**config.mk**
```make
export PLATFORM = sky130hd
export DESIGN_NAME = coin_vend_ctrl
export DESIGN_NICKNAME = d
export VERILOG_FILES = /design/src/rtl/vend_pkg.sv /design/src/rtl/vend_fsm.sv /design/src/rtl/vend_total.sv /design/src/rtl/coin_vend_ctrl.sv
export SDC_FILE = /design/constraint.sdc
export NUM_CORES = 1
export LEC_CHECK = 0
export CAP_MARGIN = 5
export CORE_MARGIN = 1.5
export CORE_UTILIZATION = 40
export CTS_CLUSTER_SIZE = 28
export DETAILED_ROUTE_END_ITERATION = 10
export DONT_BUFFER_PORTS = 1
export SLEW_MARGIN = 20
export SYNTH_ARGS = -nofsm -noshare
export SYNTH_HDL_FRONTEND = slang
export SYNTH_SLANG_ARGS = --single-unit
```
**constraint.sdc**
```tcl
create_clock -name clk_i -period 2.15 [get_ports clk_i]
set_input_delay 0.5375 -clock clk_i [delete_from_list [all_inputs] [get_ports clk_i]]
set_output_delay 0.5375 -clock clk_i [all_outputs]
set_load 0.05 [all_outputs]
```
**src/rtl/vend_pkg.sv**
```systemverilog
package vend_pkg;

    localparam int AMT_W = 8;

    typedef enum logic [1:0] {
        ST_INIT = 2'b00,
        ST_WAIT = 2'b01,
        ST_ADD  = 2'b10,
        ST_DISP = 2'b11
    } vend_state_e;

endpackage

```
**src/rtl/vend_fsm.sv**
```systemverilog
module vend_fsm
    import vend_pkg::*;
(
    input  logic clk_i,
    input  logic rst_i,
    input  logic coin_stb_i,
    input  logic below_price_i,
    output logic cap_o,
    output logic vend_o,
    output logic ld_o,
    output logic clr_o
);

    vend_state_e state_q, state_d;

    // state register
    always_ff @(posedge clk_i) begin
        if (rst_i) state_q <= ST_INIT;
        else       state_q <= state_d;
    end

    // next state
    always_comb begin
        state_d = state_q;
        unique case (state_q)
            ST_INIT: state_d = ST_WAIT;
            ST_WAIT: begin
                if (coin_stb_i)          state_d = ST_ADD;
                else if (!below_price_i) state_d = ST_DISP;
                else                     state_d = ST_WAIT;
            end
            ST_ADD:  state_d = ST_WAIT;
            ST_DISP: state_d = ST_INIT;
            default: state_d = ST_INIT;
        endcase
    end

    // state-decoded outputs
    always_comb begin
        vend_o = 1'b0;
        ld_o   = 1'b0;
        clr_o  = 1'b0;
        unique case (state_q)
            ST_INIT: clr_o  = 1'b1;
            ST_WAIT: ;
            ST_ADD:  ld_o   = 1'b1;
            ST_DISP: vend_o = 1'b1;
            default: clr_o  = 1'b1;
        endcase
    end

    // coin capture strobe for the hold register
    assign cap_o = (state_q == ST_WAIT) && coin_stb_i;

    AST_RESET_INIT: assert property (@(posedge clk_i) rst_i |=> state_q == ST_INIT);
    AST_INIT_TO_WAIT: assert property (@(posedge clk_i) disable iff (rst_i)
        state_q == ST_INIT |=> state_q == ST_WAIT);
    AST_COIN_TO_ADD: assert property (@(posedge clk_i) disable iff (rst_i)
        (state_q == ST_WAIT && coin_stb_i) |=> state_q == ST_ADD);
    AST_WAIT_DECIDE: assert property (@(posedge clk_i) disable iff (rst_i)
        (state_q == ST_WAIT && !coin_stb_i && !below_price_i) |=> vend_o);
    AST_ADD_TO_WAIT: assert property (@(posedge clk_i) disable iff (rst_i)
        ld_o |=> state_q == ST_WAIT);
    AST_VEND_ONE_CYCLE: assert property (@(posedge clk_i) disable iff (rst_i)
        vend_o |=> (!vend_o && clr_o));
    AST_STROBES_EXCL: assert property (@(posedge clk_i) disable iff (rst_i)
        $onehot0({vend_o, ld_o, clr_o}));

endmodule

```
**src/rtl/vend_total.sv**
```systemverilog
module vend_total #(
    parameter int AMT_W = 8
) (
    input  logic             clk_i,
    input  logic             cap_i,
    input  logic             ld_i,
    input  logic             clr_i,
    input  logic [AMT_W-1:0] coin_amt_i,
    input  logic [AMT_W-1:0] price_i,
    output logic             below_price_o
);

    localparam logic [AMT_W-1:0] SAT_MAX = {AMT_W{1'b1}};

    logic [AMT_W-1:0] hold_q;
    logic [AMT_W-1:0] total_q;
    logic [AMT_W:0]   sum_w;
    logic [AMT_W-1:0] sum_sat;

    // coin value is captured when the strobe is accepted
    always_ff @(posedge clk_i) begin
        if (cap_i) hold_q <= coin_amt_i;
    end

    assign sum_w   = {1'b0, total_q} + {1'b0, hold_q};
    assign sum_sat = sum_w[AMT_W] ? SAT_MAX : sum_w[AMT_W-1:0];

    // clear wins over load
    always_ff @(posedge clk_i) begin
        if (clr_i)     total_q <= '0;
        else if (ld_i) total_q <= sum_sat;
    end

    assign below_price_o = total_q < price_i;

    AST_CLEAR_ZERO: assert property (@(posedge clk_i)
        clr_i |=> total_q == '0);
    AST_NO_WRAP: assert property (@(posedge clk_i)
        (ld_i && !clr_i && !$isunknown(total_q)) |=> total_q >= $past(total_q));
    AST_HOLD_STABLE: assert property (@(posedge clk_i)
        (!cap_i && !$isunknown(hold_q)) |=> $stable(hold_q));

endmodule

```
**src/rtl/coin_vend_ctrl.sv**
```systemverilog
module coin_vend_ctrl
    import vend_pkg::*;
(
    input  logic             clk_i,
    input  logic             rst_i,
    input  logic             coin_stb_i,
    input  logic [AMT_W-1:0] coin_amt_i,
    input  logic [AMT_W-1:0] price_i,
    output logic             vend_o
);

    logic cap_w;
    logic ld_w;
    logic clr_w;
    logic below_w;

    vend_fsm u_fsm (
        .clk_i         (clk_i),
        .rst_i         (rst_i),
        .coin_stb_i    (coin_stb_i),
        .below_price_i (below_w),
        .cap_o         (cap_w),
        .vend_o        (vend_o),
        .ld_o          (ld_w),
        .clr_o         (clr_w)
    );

    vend_total #(.AMT_W(AMT_W)) u_total (
        .clk_i         (clk_i),
        .cap_i         (cap_w),
        .ld_i          (ld_w),
        .clr_i         (clr_w),
        .coin_amt_i    (coin_amt_i),
        .price_i       (price_i),
        .below_price_o (below_w)
    );

    AST_RESET_NO_VEND: assert property (@(posedge clk_i) rst_i |=> !vend_o);

endmodule

```
==> results of run 1 <==
critical path, cell delays in order, from the launching register on:
cell	delay, ps
sky130_fd_sc_hd__edfxtp_1	430
sky130_fd_sc_hd__ha_4	190
sky130_fd_sc_hd__fa_2	390
sky130_fd_sc_hd__a21oi_2	210
sky130_fd_sc_hd__o21bai_2	90
sky130_fd_sc_hd__a221o_1	310
sky130_fd_sc_hd__a21o_4	250
sky130_fd_sc_hd__o21ai_2	130
sky130_fd_sc_hd__o21ai_1	70
repair_timing:
item | in CTS | in global routing
pin swaps | 0 | 7
endpoints found under the hold margin | 0 | 0
setup endpoints to repair | 6 | 8
hold buffers | 0 | 0
setup buffers | 0 | 4
gates resized for setup | 1 | 11
sequential cells by signal, summed over array words and instances, names as in the netlist:
register / count
u_total.total_q: 8
u_fsm.state_q: 2
u_total.hold_q: 8
area by class of cell:
type                       count  share of cell area
timing repair buffer           5              0.0309
tap                           30              0.0309
sequential                    18               0.362
inverter                       9              0.0278
multi-input combinational     81               0.527
clock buffer                   4              0.0216
cells in the final DEF, fill, tap and decap left out:
master,Yosys,routed
sky130_fd_sc_hd__ha_1,15,14
sky130_fd_sc_hd__nand2_1,9,9
sky130_fd_sc_hd__buf_4,0,5
sky130_fd_sc_hd__a21oi_1,2,2
sky130_fd_sc_hd__dfxtp_1,10,10
sky130_fd_sc_hd__a211oi_1,3,3
sky130_fd_sc_hd__a21o_4,1,1
sky130_fd_sc_hd__o21ai_0,11,8
sky130_fd_sc_hd__a221oi_2,1,1
sky130_fd_sc_hd__xor2_1,2,2
sky130_fd_sc_hd__nor2_1,10,6
sky130_fd_sc_hd__a21o_1,5,5
sky130_fd_sc_hd__a31oi_1,2,2
sky130_fd_sc_hd__inv_1,9,9
sky130_fd_sc_hd__o21bai_1,2,1
sky130_fd_sc_hd__o21bai_2,0,1
sky130_fd_sc_hd__xnor2_1,3,3
sky130_fd_sc_hd__clkbuf_4,0,3
sky130_fd_sc_hd__ha_4,0,1
sky130_fd_sc_hd__and2_1,1,1
sky130_fd_sc_hd__and3_1,1,1
sky130_fd_sc_hd__a221o_1,1,1
sky130_fd_sc_hd__nand2b_1,3,3
sky130_fd_sc_hd__nor2_2,0,3
sky130_fd_sc_hd__edfxtp_1,8,8
sky130_fd_sc_hd__clkbuf_1,1,1
sky130_fd_sc_hd__nor3b_1,1,1
sky130_fd_sc_hd__and3b_1,1,1
sky130_fd_sc_hd__o21ai_2,2,2
sky130_fd_sc_hd__o21ai_1,2,5
sky130_fd_sc_hd__o21a_1,1,1
sky130_fd_sc_hd__a21oi_2,1,1
sky130_fd_sc_hd__nor2_4,0,1
sky130_fd_sc_hd__fa_2,0,1
path summary, 6_finish.rpt:
path	endpoint	depth (start not counted)	from
worst min-delay path	u_fsm.state_q[0]	1	rst_i
worst min register to register	u_total.total_q[7]	2	u_total.total_q[7]
worst max register to register	u_total.total_q[6]	8	u_total.hold_q[0]
worst max-delay path	u_total.total_q[6]	8	u_total.hold_q[0]
power by group through the flow:
stage	sequential [mW]	clock (mW)	combinational, mW
after CTS	0.388	0.181	0.115
after floorplan	0.392	0	0.0929
after detailed placement	0.395	0	0.113
after global routing	0.391	0.201	0.147
after global placement	0.395	0	0.110
final	0.388	0.177	0.130
per-layer routing:
layer,GRT usage,routed length [um]
met1,0.175,898
met2,0.254,966
met3,0.0323,70
met4,0.0732,36
met5,0,0
metrics by stage:
stage          power, mW  setup TNS (ps)   util  area (um2)  instances
2_1_floorplan      0.485               0      -        1080        109
3_3_place_gp       0.505               0  0.446        1130        139
3_5_place_dp       0.508               0  0.446        1130        139
4_1_cts            0.684               0  0.458        1150        143
5_1_grt            0.739            -298  0.482        1220        147
6_report           0.695           -29.5  0.482        1220        147
kinds of logic (layout without fill, tap and decap cells):
logic type      after synthesis  in the layout
flops                        18             18
compound gates               34             34
fa+ha+maj                    16             16
simple gates                 26             26
buf+inv                      10             18
xor+xnor                      5              5
==> results.md, run 1 <==
- The final reports fail on negative setup slack.
- In this run the remaining antenna-violating nets after routing total 0.
- The multi-input combinational cells in the finished layout cover a total of 641 um2.
- The first routing iteration left 11 violations.
- The total overflow reported by the global router is 0.
- The maximum vdd drop is 0.328 mV.
- The number of max-slew violations in the final report is 0.
- At the pin with the least slew margin, the transition time is 490 ps.
- After floorplanning, the core was divided into 18 placement rows.
- The count of fill cells added during filler insertion is 258.
- The area growth from synthesis to final layout is 12.1%.
- The analysis attributes to net switching a power of 189 uW.
- The count of final hold-check violations is 0.
- The top cell type by total area after synthesis is sky130_fd_sc_hd__edfxtp_1.
- The area of the core region is 2520 um2.
- The via total after detailed routing is 788.
- The static leakage power is 0.564 nW.
- The internal power summed over all cells is 506 uW.
- In this run the vertical extent of the chip is 55.1 um.
- The post-synth net total is 144.
- The adder-cell area share of the yosys netlist is 0.191.
- The sum of net half-perimeters after detailed placement is 1460 um.
- The number of failing setup endpoints in the final timing report is 2.
- The number of placed I/O pins is 20.
- Of the total synthesized cell area, the portion taken by AND, OR, NAND and NOR gates is 0.110.
- The area occupied by registers is 440 um2.
- By area, the combinational part of the netlist is dominated by compound AO/OA/AOI/OAI gates.
- The compound-gate portion of the synthesized area was 0.218.
- The path class of the tightest hold or removal check is primary input to register.
- Hold timing on the final database bottoms out at a slack of 304 ps.
- The via count of the first global-routing pass is 734.
- At the worst endpoint, the required time is 2340 ps.
- The mux cell area share after synthesis is 0.
- The first-pass iteration count of the detailed router is 4.
- The die outline area is 3030 um2.
- The internal reg-to-reg setup slack is -30 ps.
- Setup repair after global routing could not meet its margin everywhere.
- The maximum count of clock buffers along a single path is 2.
- The number of antenna diodes in the final layout is 0.
- Timing analysis after detailed placement gives a worst setup slack of 13.9 ps.
- The worst setup path is of the register to register kind.
- Dividing total power by cell area gives a power density of 571 nW/um2.
- The share of synthesized area in the top cell type comes to 0.221.
- Once routing completed, OpenROAD measured the worst setup slack at -28.4 ps.
- The worst setup path is launched from a register.
- The first global-routing pass estimated 3050 um of wire.
- The critical-path maximum fanout is 8.
- The register bit count reported by yosys is 18.
- The kind of end point of the critical path is a register.
- Of the total power, the share spent switching nets is 0.271.
- The die boundary width is 55.1 um.
- In the routed design, unresolved DRC markers number 0.
- The most instantiated library cell after synthesis is sky130_fd_sc_hd__ha_1.
- Among all flip-flop cells after synthesis, the most frequent one is sky130_fd_sc_hd__dfxtp_1.
- TritonCTS built the clock tree.
- Of the synthesized area, sequential elements account for 0.406.
- In the post-synthesis netlist, the biggest area contributors are sky130_fd_sc_hd__edfxtp_1 (22%), sky130_fd_sc_hd__dfxtp_1 (18%), sky130_fd_sc_hd__ha_1 (17%).
- Counting the buffers created by CTS gives 3.
- The post-synthesis cell type count is 28.
- The share of the clock period used by the worst path is 1.01.
- The synthesized design contains 8 enable-type register cells.
- The time the worst path needs with I/O delays and setup is 2180 ps.
- The flow ran to the end, but the final reports show violations.
- The congestion estimate from routability-driven global placement came to 0.834.
- Across the routed clock network, the largest skew measured is 2.79 ps.
- The maximum number of pins on one net before global-route repair is 15.
- For this run, the total global-route usage over all layers was measured as 0.149.
- The mapped netlist covers 1080 um2.
- The starting utilization of the core area is 0.430.
- The share of total power dissipated in sequential elements is 0.559.
- The commonest cells after synthesis are sky130_fd_sc_hd__ha_1 (15), sky130_fd_sc_hd__o21ai_0 (11), sky130_fd_sc_hd__dfxtp_1 (10), sky130_fd_sc_hd__nor2_1 (10).
- The source-to-sink clock delay at the later pin of the worst-skew pair is 290 ps.
- At the worst endpoint, the arrival time is 2370 ps.
- The routed via count divided by cell count is 5.36.
- The fraction of power consumed by the clock network is 0.255.
- The fraction of final layout cells with drive strength greater than 1 is 0.171.
- The average detailed-routed wire length per instance is 13.4 um.
- The gate count of the mapped netlist is 109.
- The number of input and output port buffers inserted is 0.
- The mean instance size in the synthesized netlist is 9.95 um2.
- The number of synthesis warnings is 0.
- The maximum operating frequency is 459 MHz.
- The total wire length after detailed routing is 1970 um.
- Across the run, the number of max-cap violations was 0.
- Clock tree synthesis selected as its root buffer the cell sky130_fd_sc_hd__clkbuf_4.
- The share of total power dissipated in combinational logic is 0.187.
- The xor/xnor cell area share of the yosys netlist is 0.0404.
- The H-tree depth reported by CTS is 1.
- The normalized max-slew margin is 0.675.
- At the end of the flow, the number of nets in the layout was 153.
- For this run, asynchronously set or reset flops after synthesis account for 0.
- The TritonCTS sink count is 18.
- The number of antenna violations at the first check in global routing is 0.
- After clock tree synthesis, the clock-pin slew on the worst setup and hold paths is 100 ps.
Power figures use the tool's default switching activity.
==> run 2, diff against run 1 <==
--- a/config.mk
+++ b/config.mk
@@ -8,9 +8,12 @@
 export CAP_MARGIN = 5
 export CORE_MARGIN = 1.5
 export CORE_UTILIZATION = 40
+export CTS_CLUSTER_DIAMETER = 30
 export CTS_CLUSTER_SIZE = 28
 export DETAILED_ROUTE_END_ITERATION = 10
 export DONT_BUFFER_PORTS = 1
+export PLACE_DENSITY = 0.59
+export SKIP_CTS_REPAIR_TIMING = 1
 export SLEW_MARGIN = 20
 export SYNTH_ARGS = -nofsm -noshare
 export SYNTH_HDL_FRONTEND = slang
==> run 2 against run 1 <==
Net effect:
- the flow still finishes with violations (negative setup slack)
- sequential power barely moved
- global-route usage fell by 1.4 points
- worst setup slack improved by 23 ps
- clock skew rose by 3.5 ps
- cell count fell by 0.68%
- combinational power fell by 5%
- critical endpoint unchanged
- largest cell class unchanged
==> results.md, run 2 (synthesis gave the netlist of run 1 again) <==
- The run finished, with violations left.
- The checks that failed: negative setup slack.
- The worst-case setup margin in the final layout is -5.25 ps (+23.1 ps).
- The number of placed I/O pins came to 20 (unchanged).
- The routed via count divided by cell count is 5.26 (-1.9%).
- The pin slew with the least headroom to its limit was 494 ps (+3.56 ps).
- The kind of start point of the critical path is a register.
- The TritonCTS clock tree is yes.
- The CTS root buffer is sky130_fd_sc_hd__clkbuf_4.
- The source-to-sink clock delay at the later pin of the worst-skew pair came to 290 ps (about the same).
- The switching power total came to 180 uW (-4.8%).
- The first-pass iteration count of the detailed router was 4 (unchanged).
- The combinational cell fraction of total power came to 0.174 (-0.013).
- The number of failing setup endpoints in the final timing report is 1 (-1).
- The maximum count of clock buffers along a single path is 2 (unchanged).
- The number of buffers added by the clock tree synthesis step is 3 (unchanged).
- The time the worst path needs with I/O delays and setup is 2160 ps (-23.1 ps).
- By startpoint and endpoint, the worst setup path is classified as register to register.
- The count of antenna diodes in the layout is 0 (unchanged).
- The worst-path cell with the longest stage delay is sky130_fd_sc_hd__edfxtp_1.
- The last weighted congestion value of the routability-driven placer is 0.849 (+1.8%).
- The via total after detailed routing is 768 (-2.5%).
- The clock input transition at the sequential cells of the worst setup and hold paths is 100 ps (about the same).
- The aggregate global-route resource usage was 0.135 (-0.0139).
- The maximum vdd drop is 0.416 mV (+27%).
- The internal power summed over all cells is 535 uW (+5.6%).
- The maximum number of pins on one net before global-route repair is 15 (unchanged).
- The class of the most critical hold timing path is primary input to register.
- The maximum operating frequency is 464 MHz (+1.1%).
- The overall power consumption came to 714 uW (+2.8%).
- The area of the core region is 2520 um2 (unchanged).
- The H-tree depth reported by CTS is 1 (unchanged).
- The count of final hold-check violations is 0 (unchanged).
- The critical path data required time came to 2340 ps (about the same).
- The number of antenna violations at the first check in global routing is 0 (unchanged).
- The overall die height was 55.1 um (unchanged).
- The footprint of the multi-input gates is 636 um2 (-0.78%).
- The starting utilization of the core area was 0.430 (unchanged).
- The most common cell after layout, fill and taps aside is sky130_fd_sc_hd__ha_1.
- The critical-path maximum fanout came to 8 (unchanged).
- The total wire length after detailed routing is 1920 um (-2.9%).
- The power density normalized to cell area came to 588 nW/um2 (+3.0%).
- The TritonCTS sink count is 18 (unchanged).
- The placed instance area is 1130 um2 (+0.67%).
- In the final layout, the registers with the most flip-flops are u_total.hold_q x8, u_total.total_q x8, u_fsm.state_q x2.
- The sum of net half-perimeters after detailed placement is 1490 um (+2.3%).
- The static leakage power is 0.567 nW (+0.60%).
- The normalized max-slew margin is 0.673 (-0.00236).
- The kind of end point of the critical path is a register.
- The number of cells on the worst hold path is 1 (unchanged).
- The average detailed-routed wire length per instance is 13.1 um (-2.2%).
- The number of core rows is 18 (unchanged).
- The largest incremental delay on the critical path is 430 ps (about the same).
- The worst slack after detailed placement is -16.7 ps (-30.6 ps).
- The die boundary width came to 55.1 um (unchanged).
- The fraction of final layout cells with drive strength greater than 1 is 0.172 (+0.00147).
- The via count of the first global-routing pass is 712 (-3.0%).
- The cell area after layout is 1210 um2 (-0.21%).
- The number of max-slew violations in the final report was 0 (unchanged).
- The data arrival time of the critical path is 2350 ps (-20 ps).
- The DRC violation total after the first TritonRoute iteration was 14 (+3).
- The tightest hold margin came to 300 ps (-3.87 ps).
- The share of the clock period used by the worst path came to 1.00 (-0.0107).
- The net count of the finished layout was 152 (-0.65%).
- The die outline area was 3030 um2 (unchanged).
- The count of max-cap constraint violations was 0 (unchanged).
- The count of fill cells added during filler insertion is 247 (-4.3%).
- The area occupied by registers is 440 um2 (unchanged).
- The number of input and output port buffers inserted is 0 (unchanged).
- The global-route wire length before repair is 2890 um (-5.2%).
- The final non-filler cell total is 146 (-0.68%).
- The number of cells on the worst reg-to-reg path was 8 (unchanged).
- The signal on the critical path passes through ha_4 > fa_2 > a21oi_2 > o21bai_2 > a221o_1 > a21o_4 > o21ai_2 > o21ai_1.
- The fraction of power consumed by the clock network is 0.283 (+0.028).
- The worst setup skew after layout is 6.33 ps (+3.55 ps).
- Setup repair after global routing could not meet its margin everywhere.
- The area growth from synthesis to final layout is 11.9%.
- The number of nets with antenna violations after detailed routing is 0 (unchanged).
- The total overflow reported by the global router was 0 (unchanged).
- The switching power share of the total is 0.251 (-0.0200).
- The library cells used most frequently in the layout, excluding fill and tap cells, are sky130_fd_sc_hd__ha_1 (14), sky130_fd_sc_hd__o21ai_0 (11), sky130_fd_sc_hd__dfxtp_1 (10).
- The post-detailed-route DRC marker count was 0 (unchanged).
- The share of power burned in registers is 0.543 (-0.016).
- The cell total after placement is 140 (+0.72%).
[run 2: final timing paths]
path | from | end | slack, ps
worst max-delay path | u_total.hold_q[0] | u_total.total_q[6] | -5
worst min-delay path | rst_i | u_fsm.state_q[0] | 300
worst max register to register | u_total.hold_q[0] | u_total.total_q[6] | -5
worst min register to register | u_total.total_q[7] | u_total.total_q[7] | 490
[run 2: power by group through the flow]
stage | sequential, mW | combinational, mW | clock (mW)
3_3_place_gp | 0.395 | 0.112 | 0
5_1_grt | 0.391 | 0.142 | 0.221
6_report | 0.388 | 0.124 | 0.202
3_5_place_dp | 0.395 | 0.115 | 0
2_1_floorplan | 0.392 | 0.0929 | 0
4_1_cts | 0.387 | 0.116 | 0.211
[run 2: final cells by class]
| type | count | share of cell area |
|---|---|---|
| timing repair buffer | 4 | 0.0247 |
| clock buffer | 4 | 0.0299 |
| tap | 30 | 0.0309 |
| inverter | 9 | 0.0278 |
| multi-input combinational | 81 | 0.524 |
| sequential | 18 | 0.363 |
[run 2: through the flow]
step,TNS [ps],utilization
2_1_floorplan,0,-
5_1_grt,-808,0.481
6_report,-5.25,0.481
3_5_place_dp,-34.9,0.449
3_3_place_gp,0,0.449
4_1_cts,-214,0.464
[run 2: worst max-delay path, delay by kind of cell (launching register included)]
family | cells | cell delay, ps
adders and majority gates | 2 | 570
DFF | 1 | 430
AOI/OAI and AO/OA | 6 | 1060
[run 2: routing by layer]
layer	part of all wire	vias to the layer above	wire length, um	global-route usage
met2	0.48	15	926	0.218
met4	0.0078	0	15	0.0244
met1	0.48	347	923	0.174
li1	-	404	-	-
met3	0.026	2	50	0.0484
met5	0	-	0	0
